--- config.mk ---
export PLATFORM = sky130hd
export DESIGN_NAME = slot_window_decoder
export DESIGN_NICKNAME = d
export VERILOG_FILES = /design/src/rtl/swd_pkg.sv /design/src/rtl/swd_addr_split.sv /design/src/rtl/swd_lane_adapt.sv /design/src/rtl/slot_window_decoder.sv
export SDC_FILE = /design/constraint.sdc
export NUM_CORES = 1
export LEC_CHECK = 0
export ABC_AREA = 1
export ABC_CLOCK_PERIOD_IN_PS = 2900
export BUFFER_PORTS_ARGS = -buffer_cell sky130_fd_sc_hd__clkbuf_2
export CAP_MARGIN = 20
export CORE_ASPECT_RATIO = 0.5
export CORE_MARGIN = 2
export CORE_UTILIZATION = 45
export DETAILED_ROUTE_END_ITERATION = 7
export GPL_ROUTABILITY_DRIVEN = 0
export PLACE_DENSITY = 0.95
export SLEW_MARGIN = 20
export SYNTH_ARGS = -nofsm -noshare
export SYNTH_HDL_FRONTEND = slang
export SYNTH_SLANG_ARGS = --single-unit
export TNS_END_PERCENT = 30
--- constraint.sdc ---
create_clock -name clk -period 2.9 [get_ports clk]
set_input_delay 0 -clock clk [delete_from_list [all_inputs] [get_ports clk]]
set_output_delay 0 -clock clk [all_outputs]
set_load 0.005 [all_outputs]
--- src/rtl/swd_pkg.sv ---
`timescale 1ns/1ps
package swd_pkg;
    localparam int DATA_W      = 16;
    localparam int MODE_CNT    = 3;
    localparam int MODE_CTRL   = 0;
    localparam int MODE_IOS    = 1;
    localparam int MODE_M16    = 2;
    localparam int MODE_BYTE0  = 'h2B;
    localparam int MODE_STRIDE = 4;

    typedef enum logic [1:0] {
        WIN_CFG = 2'd0,
        WIN_IOS = 2'd1,
        WIN_M16 = 2'd2,
        WIN_M8  = 2'd3
    } win_e;

    typedef enum logic [1:0] {
        SP_IO  = 2'd0,
        SP_ID  = 2'd1,
        SP_INT = 2'd2,
        SP_MEM = 2'd3
    } space_e;

    typedef struct packed {
        logic [MODE_CNT-1:0] be;
        logic                rsp_valid;
        logic [DATA_W-1:0]   rsp_data;
    } state_t;
endpackage

--- src/rtl/swd_addr_split.sv ---
`timescale 1ns/1ps
module swd_addr_split
    import swd_pkg::*;
#(
    parameter int SLOT_W      = 2,
    parameter int ADDR_W      = 25,
    parameter int OFF_W       = 23,
    parameter int IO_SLOT_LSB = 8,
    parameter int M16_OFF_W   = 23,
    parameter int M8_OFF_W    = 22
) (
    input  win_e              win,
    input  logic [ADDR_W-1:0] addr,
    output logic [SLOT_W-1:0] slot,
    output space_e            space,
    output logic [OFF_W-1:0]  offset
);
    localparam int IO_OFF_W  = IO_SLOT_LSB - 1;
    localparam int REG_OFF_W = IO_SLOT_LSB - 2;

    always_comb begin
        slot   = '0;
        space  = SP_IO;
        offset = '0;
        unique case (win)
            WIN_IOS: begin
                slot = addr[IO_SLOT_LSB +: SLOT_W];
                unique case (addr[IO_SLOT_LSB-1 -: 2])
                    2'd2:    space = SP_ID;
                    2'd3:    space = SP_INT;
                    default: space = SP_IO;
                endcase
                if (space == SP_IO) offset[IO_OFF_W-1:0]  = addr[IO_OFF_W-1:0];
                else                offset[REG_OFF_W-1:0] = addr[REG_OFF_W-1:0];
            end
            WIN_M16: begin
                slot = addr[M16_OFF_W +: SLOT_W];
                space = SP_MEM;
                offset[M16_OFF_W-1:0] = addr[M16_OFF_W-1:0];
            end
            WIN_M8: begin
                slot = addr[M8_OFF_W +: SLOT_W];
                space = SP_MEM;
                offset[M8_OFF_W-1:0] = addr[M8_OFF_W-1:0];
            end
            default: ;
        endcase
    end
endmodule

--- src/rtl/swd_lane_adapt.sv ---
`timescale 1ns/1ps
module swd_lane_adapt #(
    parameter int DATA_W = 16
) (
    input  logic [DATA_W-1:0] din,
    input  logic              wide,
    input  logic              swap,
    output logic [DATA_W-1:0] dout
);
    localparam int LANE_W = DATA_W / 2;

    always_comb begin
        dout = '0;
        if (!wide)     dout[LANE_W-1:0] = din[LANE_W-1:0];
        else if (swap) dout = {din[LANE_W-1:0], din[DATA_W-1:LANE_W]};
        else           dout = din;
    end
endmodule

--- src/rtl/slot_window_decoder.sv ---
`timescale 1ns/1ps
module slot_window_decoder
    import swd_pkg::*;
#(
    parameter int         SLOTS       = 4,
    parameter int         IO_SLOT_LSB = 8,
    parameter int         M16_OFF_W   = 23,
    parameter int         M8_OFF_W    = 22,
    parameter logic [7:0] CFG_FIXED   = 8'h50,
    localparam int        SLOT_W      = $clog2(SLOTS),
    localparam int        ADDR_W      = M16_OFF_W + SLOT_W,
    localparam int        OFF_W       = M16_OFF_W
) (
    input  logic              clk,
    input  logic              rst_n,
    input  logic              req_valid,
    input  logic              req_write,
    input  logic [1:0]        req_win,
    input  logic              req_size16,
    input  logic [ADDR_W-1:0] req_addr,
    input  logic [15:0]       req_wdata,
    input  logic [SLOTS-1:0]  slot_present,
    output logic              mod_req,
    output logic              mod_write,
    output logic [SLOT_W-1:0] mod_slot,
    output logic [1:0]        mod_space,
    output logic [OFF_W-1:0]  mod_offset,
    output logic [15:0]       mod_wdata,
    input  logic [15:0]       mod_rdata,
    output logic              rsp_valid,
    output logic [15:0]       rsp_rdata,
    output logic              ctrl_big_endian
);
    state_t st_d, st_q;

    win_e              win;
    logic              be_sel;
    logic [ADDR_W-1:0] addr_eff;
    space_e            space;
    logic              legal;
    logic [DATA_W-1:0] rd_adapt;
    logic              cfg_byte;
    logic [MODE_CNT-1:0] mode_hit;
    logic [DATA_W-1:0] cfg_rd;

    assign win = win_e'(req_win);

    // Window-specific endian mode; the byte memory window never adapts.
    always_comb begin
        unique case (win)
            WIN_IOS: be_sel = st_q.be[MODE_IOS];
            WIN_M16: be_sel = st_q.be[MODE_M16];
            default: be_sel = 1'b0;
        endcase
    end

    assign addr_eff = req_addr ^ ADDR_W'(be_sel && !req_size16);

    swd_addr_split #(
        .SLOT_W(SLOT_W), .ADDR_W(ADDR_W), .OFF_W(OFF_W),
        .IO_SLOT_LSB(IO_SLOT_LSB), .M16_OFF_W(M16_OFF_W), .M8_OFF_W(M8_OFF_W)
    ) u_split (
        .win(win), .addr(addr_eff), .slot(mod_slot), .space(space), .offset(mod_offset)
    );

    assign mod_space = space;
    assign legal     = (win == WIN_IOS) || (win == WIN_M16) || (win == WIN_M8 && !req_size16);
    assign mod_req   = req_valid && legal && slot_present[mod_slot];
    assign mod_write = req_write;

    swd_lane_adapt #(.DATA_W(DATA_W)) u_wr_lane (
        .din(req_wdata), .wide(req_size16), .swap(be_sel), .dout(mod_wdata)
    );
    swd_lane_adapt #(.DATA_W(DATA_W)) u_rd_lane (
        .din(mod_rdata), .wide(req_size16), .swap(be_sel), .dout(rd_adapt)
    );

    // Mode bytes of the configuration window, one per adapted window.
    assign cfg_byte = (win == WIN_CFG) && !req_size16;
    for (genvar i = 0; i < MODE_CNT; i++) begin : g_mode
        assign mode_hit[i] = cfg_byte && (req_addr == ADDR_W'(MODE_BYTE0 + MODE_STRIDE * i));
    end

    always_comb begin
        cfg_rd = '0;
        for (int i = 0; i < MODE_CNT; i++)
            if (mode_hit[i]) cfg_rd = {8'h00, CFG_FIXED | {7'b0, st_q.be[i]}};
    end

    always_comb begin
        st_d           = st_q;
        st_d.rsp_valid = req_valid && !req_write;
        st_d.rsp_data  = '0;
        if (req_valid && !req_write)
            st_d.rsp_data = mod_req ? rd_adapt : cfg_rd;
        for (int i = 0; i < MODE_CNT; i++)
            if (req_valid && req_write && mode_hit[i]) st_d.be[i] = req_wdata[0];
    end

    always_ff @(posedge clk or negedge rst_n) begin
        if (!rst_n) st_q <= '0;
        else        st_q <= st_d;
    end

    assign rsp_valid       = st_q.rsp_valid;
    assign rsp_rdata       = st_q.rsp_data;
    assign ctrl_big_endian = st_q.be[MODE_CTRL];

    AST_READ_ANSWERED: assert property (@(posedge clk) disable iff (!rst_n)
        (req_valid && !req_write) |=> rsp_valid);
    AST_NO_SPURIOUS_RSP: assert property (@(posedge clk) disable iff (!rst_n)
        !(req_valid && !req_write) |=> !rsp_valid);
    AST_REQ_NEEDS_VALID: assert property (@(posedge clk) disable iff (!rst_n)
        mod_req |-> req_valid);
    AST_EMPTY_READ_ZERO: assert property (@(posedge clk) disable iff (!rst_n)
        (req_valid && !req_write && win != WIN_CFG && !slot_present[mod_slot]) |=> rsp_rdata == '0);
    AST_BYTE_WIN_NARROW: assert property (@(posedge clk) disable iff (!rst_n)
        (mod_req && win == WIN_M8) |-> !req_size16);
    AST_MEM_SPACE: assert property (@(posedge clk) disable iff (!rst_n)
        (mod_req && (win == WIN_M16 || win == WIN_M8)) |-> mod_space == SP_MEM);
    AST_IO_OFF_RANGE: assert property (@(posedge clk) disable iff (!rst_n)
        (mod_req && win == WIN_IOS) |-> (mod_space == SP_IO ? mod_offset < 128 : mod_offset < 64));
    AST_MODE_HELD: assert property (@(posedge clk) disable iff (!rst_n)
        !(req_valid && req_write && win == WIN_CFG) |=> $stable(st_q.be));
    AST_CFG_NO_SLOT: assert property (@(posedge clk) disable iff (!rst_n)
        (win == WIN_CFG) |-> !mod_req);
endmodule

==> qor.yml, run 1 <==
route:
  dr_total_vias: 2206
  wl_um: 5110
  viasPerCell: 4.67
  wl_per_cell_um: 10.8
  postRouteAntennaNets: 0
  drc_errors: 0
  drt-pass1-iter-count: 4
  drtIter0Drc: 121
placement:
  dp_cells: 466
  post_dp_cell_area_sq_mm: 0.00245
  place_ws_ns: 1.14
  portBuffers: 130
  dp_hpwl_um: 4230
synthesis:
  synth-edff-count: 0
  yosysSeqAreaShare_pct: 26.2
  syn_inst: 306
  yosysWarnings: 0
  syn-num-nets: 378
  netlist_area_sq_mm: 0.00191
  syn_area_per_cell_sq_um: 6.23
  yosysUniqueCellTypes: 31
  ys.flop_type: "dfrtp_1"
  async_flop_share_pct: 100
  ys_seq_elements: 20
critical_path:
  critPathMostFrequentCell: "clkbuf_2"
  worst-setup-path-type: "in -> out"
  cp.required_ns: 2.90
  critPathCaptureType: "primary output"
  start_kind: "input pin"
  cpLargestDelayFamily: "buffers and inverters"
  worstPathArrival_ns: 1.67
  max_stage_delay_ns: 0.30
  crit_buf_inv: 3
  crit_chain: "clkbuf_2 > inv_1 > ha_1 > nand2_1 > nand2_2 > nand2_4 > o21bai_1 > o311ai_0 > a31oi_1 > clkbuf_2"
  cp_slowest_cell: "ha_1"
  crit_path_max_fanout: 19
sta:
  fin_ws_ns: 1.23
  finalSetupTns_ns: 0
  slew_violations: 0
  min_period_ns: 1.67
  fmax_mhz: 600
  finalSetupViolations: 0
  whs_ns: 0.0245
  worstMarginPinSlew_ns: 0.616
  hold_viol: 0
  skew_ns: 0.00487
  slew_headroom_pct: 58.5
  fin_crit_sh_pct: 57.5
  rsz0062_at_grt: "false"
clocking:
  clk_path_buf_depth: 2
  cts_tree: "built"
  htree_levels: 1
  cts.sinks: 20
  clk_pin_slew_worst_paths_ns: 0.07
  clock_latency_ns: 0.26
  cts-root-buf: "clkbuf_8"
  numCtsBuffers: 3
floorplan:
  start_util_pct: 47.9
  floorplan.die_area_sq_mm: 0.00481
  dieWidth_um: 96.1
  core_area_sq_mm: 0.00398
  io_pins: 131
  rows: 16
  die_y_um: 50.0
power_and_ir_drop:
  finalPower_uw: 826
  p_per_area_mw_per_mm2: 324
  p_leak_nw: 1.64
  irDropWorstVdd_v: 0.000186
hold_path:
  hold_path.class: "in -> reg"
layout:
  stdcell_count: 472
  layout_common_cells: "clkbuf_2 (130), nand2_1 (78), inv_1 (48)"
  diodes: 0
  final_area_sq_mm: 0.00255
  post-route-util_pct: 63.9
  final_common_cell: "clkbuf_2"
  layout-drive-gt1-share_pct: 38.0
  syn_to_final_growth_pct: 33.5
  fillers: 359
  nets: 491
run_status:
  status: "complete, no violations"
grt:
  antenna_found_initial: 0
  overflow: 0
  grt_pass1_vias: 1993
  grt_pass1_wl_um: 8310
  grt_usage_pct: 21.8
  grt_max_degree: 26
job:
  drv_cap: 0
==> layout make-up <==
type | count | area [sq um] | area share, %
multi-input cells | 208 | 1030 | 40.3
flip-flops and latches | 20 | 500 | 19.7
clock buffers | 3 | 41.3 | 1.62
well taps | 54 | 67.6 | 2.65
clock inverters | 1 | 30.0 | 1.18
repair buffers | 132 | 671 | 26.3
inverters | 54 | 209 | 8.21
==> worst paths after layout <==
path	start	end	slack [ns]	cells after the start
setup / recovery	req_win[1]	mod_offset[0]	1.23	10
hold / removal	req_wdata[0]	st_q[19]	0.02	3
setup reg to reg	st_q[18]	rsp_rdata[4]	1.46	7
hold reg to reg	st_q[19]	st_q[19]	0.57	2
max in group asynchronous	rst_n	rsp_rdata[14]	2.35	2
min in group asynchronous	rst_n	rsp_rdata[4]	0.23	2
==> cell usage after synthesis, drive strengths merged, types with 2 or more instances <==
cell / number / area, sq um
buf: 21 / 159
nor3: 2 / 10.0
nand3: 17 / 148
o21ai: 29 / 145
dfrtp: 20 / 500
nand4: 5 / 37.5
a21oi: 10 / 50.1
clkbuf: 3 / 11.3
inv: 53 / 204
nor2: 53 / 219
ha: 4 / 50.1
nand2: 82 / 323
==> sequential cells by signal, indices dropped and copies added (netlist names) <==
register	cells
rsp_rdata	16
st_q	2
ctrl_big_endian	1
rsp_valid	1
==> worst min-delay path, delay by kind of cell <==
kind | cells | cell delay [ns]
buffers and inverters | 1 | 0.10
AND/OR/NAND/NOR | 1 | 0.10
AO/OA/AOI/OAI | 1 | 0.04
==> cell families (layout without fill, tap and decap cells) <==
| logic type | after synthesis | after routing | share of synthesized area (%) |
|---|---|---|---|
| compound gates | 44 | 44 | 12.2 |
| fa+ha+maj | 4 | 4 | 2.62 |
| flops | 20 | 20 | 26.2 |
| buf+inv | 78 | 190 | 19.9 |
| simple gates | 160 | 160 | 39.0 |
==> where the power goes <==
| group | total, mW | internal [mW] | switching (mW) |
|---|---|---|---|
| Sequential | 0.284 | 0.283 | 0.00115 |
| Combinational | 0.267 | 0.111 | 0.155 |
| Clock | 0.275 | 0.184 | 0.0907 |
| Total | 0.826 | 0.578 | 0.247 |
==> timing repair <==
item,in CTS,in global routing
buffers inserted,0,0
hold buffers,2,0
resized for setup,0,0
endpoints found under the hold margin,21,0
==> routing by layer <==
metal | up-vias | share of wire [%] | global-route usage, %
li1 | 1152 | - | -
met1 | 972 | 41 | 26.0
met2 | 72 | 50 | 38.7
met3 | 10 | 6.0 | 3.36
met4 | 0 | 2.0 | 9.29
met5 | - | 0 | 0
Power figures use the tool's default switching activity.
==> run 2, diff against run 1 <==
--- a/config.mk
+++ b/config.mk
@@ -5,16 +5,16 @@
 export SDC_FILE = /design/constraint.sdc
 export NUM_CORES = 1
 export LEC_CHECK = 0
-export ABC_AREA = 1
-export ABC_CLOCK_PERIOD_IN_PS = 2900
+export ABC_AREA = 0
+export ABC_CLOCK_PERIOD_IN_PS = 1700
 export BUFFER_PORTS_ARGS = -buffer_cell sky130_fd_sc_hd__clkbuf_2
 export CAP_MARGIN = 20
 export CORE_ASPECT_RATIO = 0.5
 export CORE_MARGIN = 2
-export CORE_UTILIZATION = 45
+export CORE_UTILIZATION = 41
 export DETAILED_ROUTE_END_ITERATION = 7
 export GPL_ROUTABILITY_DRIVEN = 0
-export PLACE_DENSITY = 0.95
+export PLACE_DENSITY = 0.91
 export SLEW_MARGIN = 20
 export SYNTH_ARGS = -nofsm -noshare
 export SYNTH_HDL_FRONTEND = slang
==> constraint.sdc (replaced) <==
create_clock -name clk -period 1.7 [get_ports clk]
set_input_delay 0 -clock clk [delete_from_list [all_inputs] [get_ports clk]]
set_output_delay 0 -clock clk [all_outputs]
set_load 0.005 [all_outputs]
==> qor.yml, run 2 <==
run_status:
  status: "complete, no violations"  # unchanged
sta:
  finalSetupViolations: 0  # unchanged
  min_period_ns: 1.67
  fmax_mhz: 600
  slew_headroom_pct: 66.8  # was 58.5%
  whs_ns: 0.0130  # was 0.0245 ns
  worstMarginPinSlew_ns: 0.498  # was 0.616 ns
  skew_ns: 0.00735  # was 0.00487 ns
  finalSetupTns_ns: 0  # unchanged
  slew_violations: 0  # unchanged
  hold_viol: 0  # unchanged
  fin_crit_sh_pct: 98.1
layout:
  diodes: 0  # unchanged
  largest_register_ffs: 16  # unchanged
  layout-drive-gt1-share_pct: 52.0  # was 38.0%
  final_area_sq_mm: 0.00261  # was 0.00255 sq mm
  syn_to_final_growth_pct: 49.3  # was 33.5%
  layout_common_cells: "clkbuf_2 (130), nand2_1 (35), and2_1 (22)"  # was clkbuf_2 (130), nand2_1 (78), inv_1 (48)
  fillers: 317  # was 359
  post-route-util_pct: 65.1  # was 63.9%
  nets: 415  # was 491
  final_common_cell: "clkbuf_2"  # unchanged
synthesis:
  syn_area_per_cell_sq_um: 8.52  # was 6.23 sq um
  synthXorXnorAreaFrac_pct: 0.501  # was 0%
  yosysUniqueCellTypes: 41  # was 31
  yosysSeqAreaShare_pct: 28.7  # was 26.2%
  netlist_area_sq_mm: 0.00175  # was 0.00191 sq mm
  synthTopCellsByCount: "nand2_1 (36), and2_1 (23), dfrtp_1 (20)"  # was nand2_1 (78), inv_1 (48), nor2_1 (47)
  yosys.cell_count.top_type: "nand2_1"  # unchanged
  synth_top_family_by_area: "simple AND/OR/NAND/NOR gates"  # unchanged
  synth_area_leader_cell: "dfrtp_1"  # unchanged
  yosysTopAreaCellShare_pct: 28.7  # was 26.2%
  syn_inst: 205  # was 306
  synthAdderAreaFrac_pct: 2.87  # was 2.62%
  synth-simple-area-share_pct: 30.4  # was 39.0%
  ys.flop_type: "dfrtp_1"  # unchanged
  async_flop_share_pct: 100  # unchanged
  synth-compound-area-share_pct: 12.5  # was 12.2%
  yosysWarnings: 0  # unchanged
  synthMuxAreaShare_pct: 13.0  # was 0%
  ys_seq_elements: 20  # unchanged
  netlist_top_cells_area: "dfrtp_1 (29%), mux2_2 (9.0%), and2_1 (8.2%)"  # was dfrtp_1 (26%), nand2_1 (15%), inv_1 (9.4%)
  synth-edff-count: 0  # unchanged
  syn-num-nets: 277  # was 378
grt:
  antenna_found_initial: 0  # unchanged
  grt_max_degree: 21  # was 26
  grt_pass1_wl_um: 9420  # was 8310 um
  grt_pass1_vias: 2026  # was 1993
  overflow: 0  # unchanged
  grt_usage_pct: 24.9  # was 21.8%
floorplan:
  dieWidth_um: 96.3  # was 96.1 um
  core_area_sq_mm: 0.00400  # was 0.00398 sq mm
  io_pins: 131  # unchanged
  start_util_pct: 43.6  # was 47.9%
  rows: 16  # unchanged
  floorplan.die_area_sq_mm: 0.00483  # was 0.00481 sq mm
  die_y_um: 50.2  # was 50.0 um
critical_path:
  start_kind: "register"  # was input pin
  worstPathArrival_ns: 1.67  # about the same
  crit_path_max_fanout: 3  # was 19
  worst-setup-path-type: "reg -> out"  # was in -> out
  cp.required_ns: 1.70  # was 2.90 ns
  critPathCaptureType: "primary output"  # unchanged
power_and_ir_drop:
  finalPower_mw: 1.36  # was 826 uW
  pwr-share-comb_pct: 30.3  # was 32.3%
  pwr-share-clk_pct: 34.2  # was 33.3%
  p_sw_uw: 361  # was 247 uW
  cellInternalPower_mw: 1.00  # was 578 uW
  swShare_pct: 26.5  # was 30.0%
  irDropWorstVdd_v: 0.000322  # was 0.000186 V
  p_leak_nw: 1.44  # was 1.64 nW
  p_per_area_mw_per_mm2: 522  # was 324 mW/mm^2
  pwr-share-seq_pct: 35.5  # was 34.4%
route:
  wl_um: 6600  # was 5110 um
  wl_met3_um: 399  # was 307 um
  drtIter0Drc: 183  # was 121
  dr_wl_met2_um: 3420  # was 2580 um
  drc_errors: 0  # unchanged
  viasPerCell: 5.52  # was 4.67
  drt-pass1-iter-count: 6  # was 4
  postRouteAntennaNets: 0  # unchanged
  dr_total_vias: 2185  # was 2206
  wl_per_cell_um: 16.7  # was 10.8 um
  wl_met1_um: 2450  # was 2120 um
  top_layer_used: "met4"  # unchanged
clocking:
  numCtsBuffers: 3  # unchanged
  cts-root-buf: "clkbuf_8"  # unchanged
  clk_path_buf_depth: 2  # unchanged
  cts.sinks: 20  # unchanged
  cts_tree: "built"  # unchanged
  htree_levels: 1  # unchanged
  clock_latency_ns: 0.25  # was 0.26 ns
  clk_pin_slew_worst_paths_ns: 0.08  # was 0.07 ns
hold_path:
  hold_path.class: "in -> reg"  # unchanged
placement:
  portBuffers: 130  # unchanged
  dp_hpwl_um: 4690  # was 4230 um
  post_dp_cell_area_sq_mm: 0.00237  # was 0.00245 sq mm
job:
  drv_cap: 0  # unchanged
[run 2: cell count changes after synthesis, sizes merged, moves of 14 or more]
cell / previous run / this run
mux2: 0 / 14
inv: 53 / 6
and2: 0 / 23
nand2: 82 / 37
nor2: 53 / 6
o21ai: 29 / 3
[run 2: layout make-up]
cell class	count	area (sq um)	share of cell area [%]
inverter	6	22.5	0.864
tap	54	67.6	2.59
clock inverter	1	30.0	1.15
clock buffer	3	41.3	1.58
sequential	20	500	19.2
timing repair buffer	157	877	33.6
multi-input combinational	155	1070	41.0
[run 2: what timing repair did]
item / CTS / global route
pin swaps: 0 / 3
hold endpoints to repair: 24 / 0
setup endpoints to repair: 16 / 20
hold buffers: 8 / 0
resized for setup: 4 / 7
setup buffers: 0 / 7
[run 2: worst paths after layout]
path / from / end / slack [ns] / cells after the start
max: st_q[18] / mod_offset[0] / 0.03 / 6
min: mod_rdata[0] / rsp_rdata[8] / 0.01 / 3
max reg2reg: st_q[18] / rsp_rdata[6] / 0.08 / 5
min reg2reg: st_q[19] / st_q[19] / 0.58 / 1
max in group asynchronous: rst_n / rsp_rdata[14] / 1.11 / 2
min in group asynchronous: rst_n / rsp_rdata[10] / 0.25 / 2
[run 2: per-layer routing]
layer  vias to the layer above  global-route usage, %
li1                        975                      -
met1                      1028                   29.4
met2                       142                   46.5
met3                        40                   2.25
met4                         0                   10.3
met5                         -                      0
[run 2: through the flow]
| stage | worst slack (ns) | cells |
|---|---|---|
| after floorplan | 0.0244 | 205 |
| after global placement | -0.00279 | 378 |
| after detailed placement | -0.0750 | 378 |
| after CTS | 0.00237 | 390 |
| after global routing | -0.0240 | 396 |
| final | 0.0331 | 396 |
[run 2: power groups by stage]
stage	registers (mW)	logic (mW)	clock network [mW]
floorplan	0.492	0.154	0
global placement	0.492	0.344	0
detailed placement	0.493	0.359	0
CTS	0.483	0.380	0.462
global route	0.484	0.444	0.490
finish	0.483	0.413	0.465
[run 2: critical path: stages (launching register included)]
cell and delay, ns:
dfrtp_1 0.41, a22o_2 0.28, nand2_1 0.11, nor2_1 0.06
xnor2_1 0.12, nor3_1 0.25, clkbuf_2 0.17
[run 2: cells by family after synthesis]
kind of cell | count (synthesis)
multiplexers | 21
AO/OA/AOI/OAI | 31
AND/OR/NAND/NOR | 98
buffers and inverters | 30
adder cells (fa/ha/maj) | 4
XOR/XNOR | 1
flip-flops | 20
==> run 3, diff against run 2 <==
--- a/config.mk
+++ b/config.mk
@@ -14,6 +14,7 @@
 export CORE_UTILIZATION = 41
 export DETAILED_ROUTE_END_ITERATION = 7
 export GPL_ROUTABILITY_DRIVEN = 0
+export HOLD_SLACK_MARGIN = 0.1
 export PLACE_DENSITY = 0.91
 export SLEW_MARGIN = 20
 export SYNTH_ARGS = -nofsm -noshare
==> qor.yml, run 3 (synthesized netlist as in run 2, its figures left out) <==
run_status:
  status: "complete, no violations"  # unchanged
clocking:
  cts_tree: "built"  # unchanged
  cts-root-buf: "clkbuf_8"  # unchanged
  clock_latency_ns: 0.26  # was 0.25 ns
  htree_levels: 1  # unchanged
  cts.sinks: 20  # unchanged
  numCtsBuffers: 3  # unchanged
  clk_path_buf_depth: 2  # unchanged
  clk_pin_slew_worst_paths_ns: 0.08  # about the same
critical_path:
  cpLargestDelayFamily: "flip-flops"  # was simple AND/OR/NAND/NOR gates
  worst-setup-path-type: "reg -> out"  # unchanged
  crit_buf_inv: 1  # unchanged
  cp.required_ns: 1.70  # about the same
  rrSetupSlack_ns: 0.07  # was 0.08 ns
  worstPathArrival_ns: 1.68  # was 1.67 ns
  start_kind: "register"  # unchanged
  crit_path_max_fanout: 12  # was 3
  max_stage_delay_ns: 0.42  # was 0.41 ns
  critPathCaptureType: "primary output"  # unchanged
  cp_slowest_cell: "dfrtp_1"  # unchanged
  crit_chain: "a22o_2 > nand3_4 > mux2_2 > clkbuf_2"  # was a22o_2 > nand2_1 > nor2_1 > xnor2_1 > nor3_1 > clkbuf_2
floorplan:
  floorplan.die_area_sq_mm: 0.00483  # unchanged
  dieWidth_um: 96.3  # unchanged
  die_y_um: 50.2  # unchanged
  rows: 16  # unchanged
  start_util_pct: 43.6  # unchanged
  core_area_sq_mm: 0.00400  # unchanged
  io_pins: 131  # unchanged
route:
  drt-pass1-iter-count: 6  # unchanged
  wl_met3_um: 585  # was 399 um
  top_layer_used: "met4"  # unchanged
  wl_um: 7130  # was 6600 um
  wl_per_cell_um: 17.5  # was 16.7 um
  postRouteAntennaNets: 0  # unchanged
  viasPerCell: 5.54  # was 5.52
  wl_met1_um: 2580  # was 2450 um
  drc_errors: 0  # unchanged
  dr_total_vias: 2253  # was 2185
  drtIter0Drc: 173  # was 183
  dr_wl_met2_um: 3670  # was 3420 um
layout:
  layout_common_cells: "clkbuf_2 (130), nand2_1 (35), and2_1 (22)"  # unchanged
  layout-drive-gt1-share_pct: 51.0  # was 52.0%
  nets: 426  # was 415
  final_area_sq_mm: 0.00272  # was 0.00261 sq mm
  diodes: 0  # unchanged
  syn_to_final_growth_pct: 55.7  # was 49.3%
  largest_register_ffs: 16  # unchanged
  final_common_cell: "clkbuf_2"  # unchanged
placement:
  post_dp_cell_area_sq_mm: 0.00237  # unchanged
  portBuffers: 130  # unchanged
  dp_hpwl_um: 4690  # unchanged
  place_ws_ns: -0.0750  # unchanged
sta:
  slew_headroom_pct: 67.2  # was 66.8%
  hold_viol: 0  # unchanged
  worstMarginPinSlew_ns: 0.492  # was 0.498 ns
  skew_ns: 0.00782  # was 0.00735 ns
  slew_violations: 0  # unchanged
  min_period_ns: 1.68  # was 1.67 ns
  finalSetupTns_ns: 0  # unchanged
  fmax_mhz: 596  # was 600 MHz
  finalSetupViolations: 0  # unchanged
  fin_ws_ns: 0.0230  # was 0.0331 ns
  fin_crit_sh_pct: 98.6  # was 98.1%
grt:
  antenna_found_initial: 0  # unchanged
  grt_pass1_wl_um: 9940  # was 9420 um
  grt_pass1_vias: 2154  # was 2026
  grt_max_degree: 21  # unchanged
  grt_usage_pct: 26.3  # was 24.9%
  overflow: 0  # unchanged
hold_path:
  hold_path.class: "in -> reg"  # unchanged
power_and_ir_drop:
  p_leak_nw: 1.48  # was 1.44 nW
  p_per_area_mw_per_mm2: 518  # was 522 mW/mm^2
  irDropWorstVdd_v: 0.000388  # was 0.000322 V
job:
  drv_cap: 0  # unchanged
run 3: changes by cell type in the layout (fill, tap and decap cells not counted):
cell,previous run,this run
mux2i_1,6,5
mux2i_2,0,1
o21ai_1,0,1
o21ai_0,3,2
dlygate4sd3_1,8,18
buf_4,18,19
run 3: per-layer routing:
metal | GRT usage, % | vias up
li1 | - | 998
met5 | 0 | -
met1 | 30.1 | 1062
met2 | 49.2 | 153
met4 | 12.0 | 0
met3 | 3.15 | 40
run 3: final timing paths:
kind / depth (start not counted) / to / start
setup / recovery: 4 / mod_wdata[5] / st_q[19]
hold / removal: 3 / st_q[18] / req_valid
setup reg to reg: 5 / rsp_rdata[0] / st_q[19]
hold reg to reg: 1 / ctrl_big_endian / ctrl_big_endian
max in group asynchronous: 2 / rsp_rdata[14] / rst_n
min in group asynchronous: 2 / rsp_rdata[10] / rst_n
run 3: worst register-to-register path, stage by stage, from the launching register on:
cell and delay [ns]:
dfrtp_1 0.42, a22o_2 0.28, nand3_4 0.20, mux2_2 0.38, nand4_1 0.09, o21ai_1 0.11
run 3: area by class of cell:
type / count / area (sq um)
Sequential cell: 20 / 500
Timing Repair Buffer: 168 / 985
Multi-Input combinational cell: 155 / 1070
Fill cell: 293 / 1280
Inverter: 6 / 22.5
Clock inverter: 1 / 30.0
Tap cell: 54 / 67.6
Clock buffer: 3 / 41.3
run 3: timing repair:
| action | CTS | global route |
|---|---|---|
| resized for setup | 4 | 9 |
| buffers inserted | 0 | 8 |
| hold buffers | 18 | 0 |
| endpoints found under the setup margin | 16 | 19 |
| pin swaps | 0 | 3 |
| hold endpoints to repair | 36 | 0 |
run 3: power breakdown:
group | leakage (nW) | switching (mW) | internal, mW
Clock | 0.0357 | 0.166 | 0.314
Combinational | 1.17 | 0.221 | 0.224
Sequential | 0.278 | 0.00173 | 0.481
run 3: stage by stage:
stage / hold slack (ns) / instances / power, mW / utilization [%]
floorplan: -0.296 / 205 / 0.646 / -
global placement: -0.0314 / 378 / 0.836 / 59.3
detailed placement: -0.0207 / 378 / 0.852 / 59.3
CTS: 0.126 / 400 / 1.34 / 66.0
global route: 0.148 / 407 / 1.45 / 67.9
finish: 0.146 / 407 / 1.41 / 67.9
